===== src/rtl/opcode_alu_pkg.sv =====
package opcode_alu_pkg;

   localparam int OPCODE_W = 4;

   typedef enum logic [OPCODE_W-1:0] {
      SEL_LDADDR = 4'b0000,
      SEL_STADDR = 4'b0001,
      SEL_ADD    = 4'b0010,
      SEL_SUB    = 4'b0011,
      SEL_INV    = 4'b0100,
      SEL_SHL    = 4'b0101,
      SEL_SHR    = 4'b0110,
      SEL_AND    = 4'b0111,
      SEL_OR     = 4'b1000,
      SEL_SLT    = 4'b1001
   } alu_sel_e;

endpackage


===== src/rtl/alu_addsub.sv =====
module alu_addsub #(
   parameter int WIDTH = 16
) (
   input  logic [WIDTH-1:0] a,
   input  logic [WIDTH-1:0] b,
   input  logic             do_sub,
   output logic [WIDTH-1:0] arith,
   output logic             signed_lt
);
   logic [WIDTH-1:0] sum_w;
   logic [WIDTH:0]   diff_ext;

   assign sum_w    = a + b;
   assign diff_ext = {a[WIDTH-1], a} - {b[WIDTH-1], b};

   assign arith     = do_sub ? diff_ext[WIDTH-1:0] : sum_w;
   assign signed_lt = diff_ext[WIDTH];

   always_comb begin
      // removing B from a wrapped sum recovers A
      if (!do_sub)
         assert_sum_inverse_R1: assert ((arith - b) == a)
            else $error("sum does not invert");
      // adding B back to a wrapped difference recovers A
      if (do_sub)
         assert_diff_inverse_R2: assert ((arith + b) == a)
            else $error("difference does not invert");
      // the sign of the extended difference agrees with a signed compare
      assert_lt_signed_R7: assert (signed_lt == ($signed(a) < $signed(b)))
         else $error("signed compare mismatch");
   end
endmodule


===== src/rtl/alu_logic.sv =====
module alu_logic #(
   parameter int WIDTH = 16
) (
   input  logic [WIDTH-1:0] a,
   input  logic [WIDTH-1:0] b,
   output logic [WIDTH-1:0] and_o,
   output logic [WIDTH-1:0] or_o,
   output logic [WIDTH-1:0] inv_o
);
   assign and_o = a & b;
   assign or_o  = a | b;
   assign inv_o = ~a;

   always_comb begin
      // every bit set in the AND is also set in the OR
      assert_and_within_or_R6: assert ((and_o & ~or_o) == '0)
         else $error("and/or relation broken");
      // the inverse shares no set bit with A, and together they cover every bit
      assert_inv_disjoint_R3: assert (((inv_o & a) == '0) && ((inv_o | a) == '1))
         else $error("inverse not complementary");
   end
endmodule


===== src/rtl/alu_shifter.sv =====
module alu_shifter #(
   parameter int WIDTH        = 16,
   parameter bit STAGED_SHIFT = 1'b1
) (
   input  logic [WIDTH-1:0] a,
   input  logic [WIDTH-1:0] amt,
   output logic [WIDTH-1:0] shl_o,
   output logic [WIDTH-1:0] shr_o
);
   localparam int              STAGES = $clog2(WIDTH);
   localparam logic [WIDTH-1:0] LIMIT = WIDTH'(WIDTH);

   if (STAGED_SHIFT) begin : g_staged
      logic [WIDTH-1:0] lt_st [STAGES+1];
      logic [WIDTH-1:0] rt_st [STAGES+1];
      logic             oversize;

      assign lt_st[0]  = a;
      assign rt_st[0]  = a;
      assign oversize  = (amt >= LIMIT);

      for (genvar k = 0; k < STAGES; k++) begin : g_stage
         assign lt_st[k+1] = amt[k] ? (lt_st[k] << (1 << k)) : lt_st[k];
         assign rt_st[k+1] = amt[k] ? (rt_st[k] >> (1 << k)) : rt_st[k];
      end

      assign shl_o = oversize ? '0 : lt_st[STAGES];
      assign shr_o = oversize ? '0 : rt_st[STAGES];
   end else begin : g_behav
      assign shl_o = (amt >= LIMIT) ? '0 : (a << amt);
      assign shr_o = (amt >= LIMIT) ? '0 : (a >> amt);
   end

   always_comb begin
      // an amount of zero leaves A as it is
      if (amt == '0)
         assert_shift_zero_R4: assert ((shl_o == a) && (shr_o == a))
            else $error("zero shift altered operand");
      // an amount at or beyond the width clears both results
      if (amt >= LIMIT)
         assert_shift_clear_R5: assert ((shl_o == '0) && (shr_o == '0))
            else $error("oversized shift not cleared");
      // any nonzero left shift brings a zero into bit 0
      if (amt != '0)
         assert_shl_fill_R4: assert (shl_o[0] == 1'b0)
            else $error("left shift did not fill zero");
   end
endmodule


===== src/rtl/opcode_alu.sv =====
module opcode_alu
   import opcode_alu_pkg::*;
#(
   parameter int WIDTH        = 16,
   parameter int OP_W         = 4,
   parameter bit STAGED_SHIFT = 1'b1
) (
   input  logic [OP_W-1:0]  op_sel,
   input  logic [WIDTH-1:0] opnd_a,
   input  logic [WIDTH-1:0] opnd_b,
   output logic [WIDTH-1:0] result,
   output logic             zero_flag
);
   if (OP_W != OPCODE_W) begin : g_bad_opw
      $error("OP_W must equal the opcode width of the package");
   end
   if (WIDTH < 4) begin : g_bad_width
      $error("WIDTH must be at least 4");
   end

   alu_sel_e         sel;
   logic [WIDTH-1:0] arith_r;
   logic             lt_r;
   logic [WIDTH-1:0] and_r, or_r, inv_r, shl_r, shr_r;

   assign sel = alu_sel_e'(op_sel);

   alu_addsub #(.WIDTH(WIDTH)) u_addsub (
      .a         (opnd_a),
      .b         (opnd_b),
      .do_sub    (sel == SEL_SUB),
      .arith     (arith_r),
      .signed_lt (lt_r)
   );

   alu_logic #(.WIDTH(WIDTH)) u_logic (
      .a     (opnd_a),
      .b     (opnd_b),
      .and_o (and_r),
      .or_o  (or_r),
      .inv_o (inv_r)
   );

   alu_shifter #(.WIDTH(WIDTH), .STAGED_SHIFT(STAGED_SHIFT)) u_shift (
      .a     (opnd_a),
      .amt   (opnd_b),
      .shl_o (shl_r),
      .shr_o (shr_r)
   );

   always_comb begin
      unique case (sel)
         SEL_INV: result = inv_r;
         SEL_SHL: result = shl_r;
         SEL_SHR: result = shr_r;
         SEL_AND: result = and_r;
         SEL_OR:  result = or_r;
         SEL_SLT: result = {{(WIDTH-1){1'b0}}, lt_r};
         default: result = arith_r;
      endcase
   end

   assign zero_flag = ~|result;

   always_comb begin
      // a set-less-than result carries at most bit 0
      if (sel == SEL_SLT)
         assert_slt_single_bit_R7: assert ($countones(result) <= 1 && result[WIDTH-1:1] == '0)
            else $error("compare result wider than one bit");
      // the flag and a set bit in the result never appear together
      assert_zero_consistent_R10: assert (!(zero_flag && (result != '0)))
         else $error("zero flag with nonzero result");
      // the address and undefined selects follow the adder output
      if (!(sel inside {SEL_INV, SEL_SHL, SEL_SHR, SEL_AND, SEL_OR, SEL_SLT, SEL_SUB}))
         assert_fallback_add_R9: assert (result == arith_r)
            else $error("fallback select not routed to adder");
   end
endmodule


===== config.mk =====
export PLATFORM = sky130hd
export DESIGN_NAME = opcode_alu
export DESIGN_NICKNAME = d
export VERILOG_FILES = /design/src/rtl/opcode_alu_pkg.sv /design/src/rtl/alu_addsub.sv /design/src/rtl/alu_logic.sv /design/src/rtl/alu_shifter.sv /design/src/rtl/opcode_alu.sv
export SDC_FILE = /design/constraint.sdc
export NUM_CORES = 1
export LEC_CHECK = 0
export ABC_AREA = 0
export BUFFER_PORTS_ARGS = -buffer_cell sky130_fd_sc_hd__clkbuf_2
export CAP_MARGIN = 40
export CORE_ASPECT_RATIO = 0.6
export CORE_MARGIN = 3
export CORE_UTILIZATION = 35
export DETAILED_ROUTE_END_ITERATION = 8
export GPL_TIMING_DRIVEN = 1
export MAX_ROUTING_LAYER = met4
export PLACE_DENSITY_LB_ADDON = 0.1
export SKIP_LAST_GASP = 1
export SLEW_MARGIN = 20
export SYNTH_ARGS = -nofsm -noshare
export SYNTH_HDL_FRONTEND = slang
export SYNTH_HIERARCHICAL = 1
export SYNTH_SLANG_ARGS = --single-unit
export TNS_END_PERCENT = 50

===== constraint.sdc =====
create_clock -name vclk -period 6.55
set_input_delay 1.31 -clock vclk [all_inputs]
set_output_delay 1.31 -clock vclk [all_outputs]
set_load 0.05 [all_outputs]

-- Word-level counts from Yosys, hierarchy flattened
Cells that the tools add are included.
Widths: inputs -> output; s select.
- output and inout port bits: 17
- logic and storage cells: 27
- flip-flop bits (word level): 0
- input port bits: 36
- bitwise gates (word level): 3
- eq/ne operators: 7
- muxes and demuxes: 12
- $lt $le $gt $ge: 1
- reduce and logical (&&, ||, !) cells: 2
- add/sub/neg operators: 2
- operators by type and width (operator ; count):
    $mux 16 ; 11
    $pmux 16 s6 ; 1
    $sub 16x16->17 ; 1
    $add 16x16->16 ; 1
    $and 16x16->16 ; 1
    $eq 4x3->1 const B ; 4
    $ge 16x5->1 const B ; 1
    $not 16->16 ; 1
    $or 16x16->16 ; 1
    $reduce_or 16->1 ; 1
    $eq 4x4->1 const B ; 2
    $eq 4x2->1 const B ; 1
    $logic_not 1->1 ; 1

-- Longest topological paths before layout
Gate-level depths: netlist (run 1).
- depth in word-level cells: 8
- gate-level depth with buffers: 14
- depth with buffers taken out: 14

-- Cells and area by module
The synthesis (run 1) kept the hierarchy.
- modules (own cells, without submodules) (module ; area each (µm²) ; cells each ; instances ; sequential area each (µm²)):
    alu_addsub ; 1652.8 ; 229 ; 1 ; 0.0
    alu_shifter ; 1637.8 ; 222 ; 1 ; 0.0
    opcode_alu ; 933.4 ; 144 ; 1 ; 0.0
    alu_logic ; 277.8 ; 48 ; 1 ; 0.0

-- Worst setup path after synthesis (run 1)
Ideal clock, no wire load.
- path type: input-to-output
- start: in op_sel[0]
- end: out zero_flag
- data required time: 5.240 ns
- path buffers: 4
- data arrival time: 4.939 ns
- setup slack: 0.301 ns
- stages: 12
- cells stage by stage: buf_2 > clkbuf_1 > nand2_1 > nor3_1 > clkbuf_1 > buf_2 > nor2_1 > a21oi_1 > xnor2_1 > o22a_1 > or4_1 > nor4_2
- cells in the longest elaborated chain, start to end: 5
- elaborated cells on any way between the ends: 11
- those cells by class: eq/ne: 7; mux: 2; reduce/logical: 2
- ends and longest elaborated chain (element ; line ; text):
    start, declared ; opcode_alu.sv:8 ; input logic [OP_W-1:0] op_sel,
    $eq 4x2->1 ; -- ;
    $mux 16 ; alu_addsub.sv:16 ; assign arith = do_sub ? diff_ext[WIDTH-1:0] : sum_w;
    net arith_r[13] ; opcode_alu.sv:22 ; logic [WIDTH-1:0] arith_r;
    $pmux 16 s6 ; opcode_alu.sv:52 ; unique case (sel)
    net result[13] ; opcode_alu.sv:11 ; output logic [WIDTH-1:0] result,
    $reduce_or 16->1 ; opcode_alu.sv:63 ; assign zero_flag = ~|result;
    $logic_not 1->1 ; opcode_alu.sv:63 ;
    end, declared ; opcode_alu.sv:12 ; output logic zero_flag
The timed path passes the listed nets, and every way through them passes these cells.

-- Worst setup path after layout (run 1)
- start: in opnd_a[0]
- end: out zero_flag
- elaborated cells on any way between the ends: 19
- those cells by class: add/sub: 2; mux: 12; bitwise: 3; reduce/logical: 2
- RTL lines (element ; line ; text):
    start, declared ; opcode_alu.sv:9 ; input logic [WIDTH-1:0] opnd_a,
    $add 16x16->16 / $sub 16x16->17 (equally long branches) ; alu_addsub.sv:13, alu_addsub.sv:14 ;
    $mux 16 (*) ; alu_addsub.sv:16 ;
    net arith_r[14] ; opcode_alu.sv:22 ;
    $pmux 16 s6 (*) ; opcode_alu.sv:52 ;
    $reduce_or 16->1 (*) ; opcode_alu.sv:63 ;
    $logic_not 1->1 (*) ; opcode_alu.sv:63 ;
Mark *: on every way through the listed nets, which the timed path passes. The rest lies on a longest branch.

==> results of run 1 <==
-- metrics by stage --
step / total power (W) / hold slack [ns]
after detailed placement: 0.0004738 / 3.457
after CTS: 0.0004761 / 3.459
after global routing: 0.0005200 / 3.519
final: 0.0004900 / 3.455
after floorplan: 0.0003391 / 3.121
after global placement: 0.0004755 / 3.464
-- cell families (layout without fill, tap and decap cells) --
group,after synthesis,count (layout)
AOI/OAI and AO/OA,236,236
and+or+nand+nor,199,199
buffers and inverters,100,138
muxes,61,61
adders and majority gates,33,33
xor gates and xnor gates,14,14
-- final timing paths --
kind | from | endpoint | cells after the start
min | opnd_a[1] | result[1] | 7
max | opnd_a[0] | zero_flag | 14
-- repair_timing --
| action | 4_1_cts | 5_1_grt |
|---|---|---|
| setup endpoints to repair | 0 | 1 |
| hold endpoints to repair | 0 | 0 |
| setup buffers | 0 | 0 |
| gates resized for setup | 0 | 1 |
-- area by class of cell --
cell class	instances	area, um^2	share of cell area (%)
Inverter	52	195.2	3.950
Multi-Input combinational cell	543	4004	81.03
Timing Repair Buffer	86	535.5	10.84
Tap cell	165	206.4	4.178
-- cells in the final DEF (no fill, tap or decap), types with 6 or more instances in the layout --
cell	synthesis	routed
sky130_fd_sc_hd__buf_4	5	30
sky130_fd_sc_hd__mux2i_1	38	38
sky130_fd_sc_hd__nor2_1	42	42
sky130_fd_sc_hd__and2_2	14	14
sky130_fd_sc_hd__inv_1	50	50
sky130_fd_sc_hd__a21o_1	8	8
sky130_fd_sc_hd__o22ai_1	8	8
sky130_fd_sc_hd__or2_1	16	16
sky130_fd_sc_hd__o22a_1	10	10
sky130_fd_sc_hd__a211oi_1	13	13
sky130_fd_sc_hd__o21ai_1	6	6
sky130_fd_sc_hd__nor3_1	12	11
sky130_fd_sc_hd__a31oi_1	8	8
sky130_fd_sc_hd__xnor2_1	13	13
sky130_fd_sc_hd__nand2_1	40	40
sky130_fd_sc_hd__clkbuf_2	1	52
sky130_fd_sc_hd__nand4_1	6	6
sky130_fd_sc_hd__a21oi_1	39	38
sky130_fd_sc_hd__o21ai_0	45	45
sky130_fd_sc_hd__mux2_2	17	17
sky130_fd_sc_hd__ha_1	31	31
sky130_fd_sc_hd__a22oi_1	27	27
sky130_fd_sc_hd__nand2b_1	10	10
sky130_fd_sc_hd__nand3_1	11	11
sky130_fd_sc_hd__o211ai_1	7	7
sky130_fd_sc_hd__nor2b_1	11	11
sky130_fd_sc_hd__a22o_1	12	12
sky130_fd_sc_hd__o31ai_1	8	8
-- power breakdown --
group	leakage (nW)	switching, W	total [W]	internal [W]
sequential	0	0	0	0
combinational	2.13	0.000324	0.000490	0.000166
clock	0	0	0	0
total	2.13	0.000324	0.000490	0.000166
-- metal layers --
metal | vias up | track usage (%)
li1 | 2484 | -
met1 | 2542 | 41.80
met2 | 348 | 33.83
met3 | 6 | 6.397
met4 | 0 | 1.483
met5 | - | -
==> results.py, run 1 <==
metrics = {
    "run_status": {
        "result_of_the_run": "completed",
    },
    "synthesis": {
        "synth.top_cells.by_area": "sky130_fd_sc_hd__ha_1, sky130_fd_sc_hd__mux2i_1, sky130_fd_sc_hd__o21ai_0",
        "synthesized_area_um2": 4502,
        "synth.most_common_cell": "sky130_fd_sc_hd__inv_1",
        "post_synth.cell_area_avg_um2": 7.001,
        "synth.yosys.seq_area_share_pct": 0,
        "synth-xor-area-share_pct": 2.724,
        "synth_largest_type_area_fraction_pct": 8.616,
        "dominant_combinational_cell_family_by_area_after_synthesis": "compound AO/OA/AOI/OAI gates",
        "netlist.top_cell.by_area": "sky130_fd_sc_hd__ha_1",
        "post_synth_inst_count": 643,
        "synth_compound_gate_area_share_pct": 36.96,
        "synthTopCellsByCount": "sky130_fd_sc_hd__inv_1, sky130_fd_sc_hd__o21ai_0, sky130_fd_sc_hd__nor2_1",
        "synthSimpleGateAreaFrac_pct": 24.10,
        "synth_adder_area_share_pct": 9.505,
        "syn_nets": 712,
        "netlist-cell-type-count": 83,
        "yosysWarnings": 6,
        "synthMuxAreaShare_pct": 15.45,
    },
    "cells_and_area": {
        "final-seq-area_um2": 0,
        "diodes_inserted": 0,
        "n_sequential_cell": 0,
        "final_area_um2": 4941,
        "final_nets": 752,
        "synthToLayoutAreaGrowth_pct": 9.755,
        "finish.utilization_pct": 40.19,
        "number_of_fill_cells": 1296,
        "n_clock_buffer": 0,
        "post_route_non_filler_standard_cell_count": 846,
        "drive_above_1_share_pct": 21.29,
    },
    "place": {
        "port-buffer-count": 53,
        "dp.final_hpwl_mm": 15.36,
        "dp.cells": 846,
        "preCtsSetupSlack_ns": 0.2054,
        "gpl.final_weighted_congestion": 0.9889,
        "placed_cell_area_um2": 4937,
    },
    "sta": {
        "setup_slack_ns": 0.2113,
        "timing.slew.headroom_pct": 44.98,
        "setup-tns-final_ns": 0,
        "max_freq_ghz": 0.1578,
        "worstMarginPinSlew_ns": 0.8177,
        "timing.final.setup_violations": 0,
        "slew_viol_final": 0,
        "layout_min_cycle_time_ns": 6.339,
        "setup_repair_after_global_routing_missed_its_margin": "false",
        "hold_violations": 0,
        "fin_crit_share_pct": 96.77,
    },
    "drt": {
        "detail-route-antenna-nets": 0,
        "met3_wirelength_mm": 2.900,
        "routed.top_layer": "met4",
        "routed-via-count": 5380,
        "dr.pass1.iters": 5,
        "wl_per_cell_um": 22.93,
        "drc": 0,
        "route.layer.met1.wl_mm": 9.241,
        "drt-initial-drc-count": 763,
        "met2_wirelength_mm": 7.162,
        "route.detailed.vias_per_inst": 6.359,
        "routed_wl_mm": 19.40,
    },
    "floorplanning": {
        "die_w_um": 152.4,
        "core_region_area_um2": 12300,
        "floorplan.initialDensity_pct": 36.61,
        "rows": 31,
        "design.die.area_um2": 14300,
        "die_h_um": 93.85,
        "boundaryPins": 53,
    },
    "clock_tree": {
        "post_cts_hold_buffer_count": 0,
    },
    "global_route": {
        "vias_in_the_first_global_route": 4958,
        "antenna_violations_before_repair": 0,
        "grt_usage_pct": 26.31,
        "grt_max_degree": 42,
        "wire_length_of_the_first_global_routing_pass_mm": 29.44,
        "remaining_global_route_overflow": 0,
    },
    "power_and_ir_drop": {
        "worst_ir_drop_on_vdd_v": 0.00005995,
        "power.leakage_nw": 2.132,
        "power_per_cell_area_nw_per_um2": 99.17,
    },
    "critical_path": {
        "critical_path.max_fanout": 12,
        "cp_top_family": "compound AO/OA/AOI/OAI gates",
        "critical_path_arrival_ns": 5.03,
        "worst-endpoint-required_ns": 5.24,
        "cp-start-kind": "input pin",
        "crit_path_end_kind": "output pin",
        "cp_slowest_stage_delay_ns": 0.53,
        "timing.critical_path.cells": "clkbuf_2 > ha_1 > fa_1 > nor2b_1 > o211ai_1 > a41oi_1 > o21ai_0 > a221oi_2 > xnor2_1 > nor2_1 > a21oi_1 > or4_1 > nor4_2 > buf_12",
        "cp_slowest_cell": "sky130_fd_sc_hd__or4_1",
        "worstPathBufferInverterCount": 2,
        "timing.setup.critical_path_class": "in2out",
    },
    "job": {
        "max-cap-violations": 0,
    },
    "hold_path": {
        "hp-class": "in2out",
    },
}
(Power assumes the default switching activity.)
==> inputs of run 2 (changes only) <==
Settings changed: CELL_PAD_IN_SITES_DETAIL_PLACEMENT from default to 0, CELL_PAD_IN_SITES_GLOBAL_PLACEMENT from default to 2.
==> run 2 against run 1 <==
Against the previous run:
- final area is 1.1% higher
- core utilization is 0.45 points higher
- non-clock buffer count is 7 higher
- power is 1.5% higher
- critical endpoint unchanged
- largest power group unchanged
- first-iteration DRC count is 5.9% lower
==> results.py, run 2 (synthesis gave the netlist of run 1 again) <==
metrics = {
    "sta": {
        "fin_crit_share_pct": 95.68,
        "layout_min_cycle_time_ns": 6.267,
        "timing.final.setup_violations": 0,
        "setup_slack_ns": 0.2831,
        "max_freq_ghz": 0.1596,
        "timing.slew.headroom_pct": 51.34,
        "setup_repair_after_global_routing_missed_its_margin": "false",
        "hold_violations": 0,
        "worstMarginPinSlew_ns": 0.7232,
        "slew_viol_final": 0,
        "setup-tns-final_ns": 0,
    },
    "global_route": {
        "grt_max_degree": 29,
        "grt_usage_pct": 27.81,
        "vias_in_the_first_global_route": 5073,
        "remaining_global_route_overflow": 0,
        "wire_length_of_the_first_global_routing_pass_mm": 30.85,
        "antenna_violations_before_repair": 0,
    },
    "drt": {
        "met2_wirelength_mm": 7.452,
        "route.layer.met1.wl_mm": 9.944,
        "wl_per_cell_um": 23.67,
        "detail-route-antenna-nets": 0,
        "routed_wl_mm": 20.19,
        "routed.top_layer": "met4",
        "met3_wirelength_mm": 2.672,
        "dr.pass1.iters": 5,
        "routed-via-count": 5473,
        "drt-initial-drc-count": 718,
        "route.detailed.vias_per_inst": 6.416,
        "drc": 0,
    },
    "critical_path": {
        "critical_path.max_fanout": 12,
        "cp-start-kind": "input pin",
        "timing.setup.critical_path_class": "in2out",
        "endpoint": "zero_flag",
        "crit_path_end_kind": "output pin",
        "critical_path_arrival_ns": 4.96,
        "startpoint": "opnd_a[0]",
        "worst-endpoint-required_ns": 5.24,
    },
    "cells_and_area": {
        "layout_commonest_cell": "sky130_fd_sc_hd__clkbuf_2",
        "diodes_inserted": 0,
        "synthToLayoutAreaGrowth_pct": 10.98,
        "n_clock_buffer": 0,
        "finish.utilization_pct": 40.63,
        "final_nets": 759,
        "n_sequential_cell": 0,
        "final_area_um2": 4996,
        "drive_above_1_share_pct": 21.95,
        "final-seq-area_um2": 0,
        "leading_cell_types_in_the_layout_fill_and_taps_excluded": "sky130_fd_sc_hd__clkbuf_2, sky130_fd_sc_hd__inv_1, sky130_fd_sc_hd__o21ai_0, sky130_fd_sc_hd__nor2_1, sky130_fd_sc_hd__nand2_1",
    },
    "floorplanning": {
        "boundaryPins": 53,
        "design.die.area_um2": 14300,
        "floorplan.initialDensity_pct": 36.61,
        "rows": 31,
        "die_h_um": 93.85,
        "die_w_um": 152.4,
        "core_region_area_um2": 12300,
    },
    "hold_path": {
        "hp-class": "in2out",
    },
    "power_and_ir_drop": {
        "power_per_cell_area_nw_per_um2": 99.58,
        "worst_ir_drop_on_vdd_v": 0.00007535,
        "clockPowerShare_pct": 0,
        "p_seq_share_pct": 0,
        "power.combinational.fraction_pct": 100.0,
        "sw_frac_of_total_pct": 66.02,
        "p_switching_w": 0.0003284,
        "power.leakage_nw": 2.165,
        "cell_internal_power_w": 0.0001691,
    },
    "clock_tree": {
        "postCtsResizedCells": 0,
        "post_cts_hold_buffer_count": 0,
        "cts_setup_buffers": 0,
    },
    "place": {
        "gpl.final_weighted_congestion": 0.9590,
        "placed_cell_area_um2": 4996,
        "port-buffer-count": 53,
        "dp.final_hpwl_mm": 16.24,
        "preCtsSetupSlack_ns": 0.3413,
    },
    "job": {
        "max-cap-violations": 0,
    },
    "run_status": {
        "result_of_the_run": "completed",
    },
}
## run 2: changes by cell type in the layout (fill, tap and decap cells not counted)
cell and change:
sky130_fd_sc_hd__a21oi_1 +1, sky130_fd_sc_hd__a21oi_2 -1, sky130_fd_sc_hd__buf_2 -1, sky130_fd_sc_hd__buf_4 +7
sky130_fd_sc_hd__clkdlybuf4s15_2 +1
## run 2: cell type report
class	instances	area, um^2
multi-input cells	543	4000
well taps	165	206.4
fillers	1328	7300
repair buffers	93	594.3
inverters	52	195.2
## run 2: worst min-delay path by stage
stage | slack [ns] | start | endpoint | depth (start not counted)
detailed placement | 3.37 | opnd_b[0] | result[0] | 5
CTS | 3.38 | opnd_b[0] | result[0] | 5
global placement | 3.40 | opnd_b[0] | result[0] | 5
global route | 3.43 | opnd_b[0] | result[0] | 5
finish | 3.38 | opnd_b[0] | result[0] | 5
floorplan | 3.12 | opnd_b[1] | result[1] | 4
## run 2: critical path: stages
cell and delay [ns]:
sky130_fd_sc_hd__clkbuf_2 0.22, sky130_fd_sc_hd__inv_1 0.07, sky130_fd_sc_hd__ha_1 0.22, sky130_fd_sc_hd__fa_1 0.38, sky130_fd_sc_hd__nand2b_1 0.17, sky130_fd_sc_hd__a21o_1 0.20, sky130_fd_sc_hd__a21oi_1 0.35, sky130_fd_sc_hd__o221a_2 0.29
sky130_fd_sc_hd__nand4_1 0.10, sky130_fd_sc_hd__a22o_1 0.23, sky130_fd_sc_hd__nand2_1 0.07, sky130_fd_sc_hd__a21oi_1 0.08, sky130_fd_sc_hd__o22a_1 0.18, sky130_fd_sc_hd__or4_1 0.52, sky130_fd_sc_hd__nor4_2 0.38, sky130_fd_sc_hd__buf_12 0.19
## run 2: per-layer routing
metal	up-vias	track usage [%]
li1	2497	-
met1	2620	42.95
met2	345	36.60
met3	11	7.731
met4	0	1.705
met5	-	-
## run 2: power groups by stage
stage,registers (W),logic (W),clock network [W]
after CTS,0,0.000485,0
final,0,0.000497,0
after floorplan,0,0.000339,0
after global routing,0,0.000531,0
after detailed placement,0,0.000483,0
after global placement,0,0.000486,0
## run 2: metrics by stage
step | power (W) | std cells | hold slack [ns]
2_1_floorplan | 0.0003391 | 643 | 3.121
3_3_place_gp | 0.0004857 | 851 | 3.402
3_5_place_dp | 0.0004827 | 853 | 3.372
4_1_cts | 0.0004850 | 853 | 3.380
5_1_grt | 0.0005308 | 853 | 3.434
6_report | 0.0004975 | 853 | 3.383
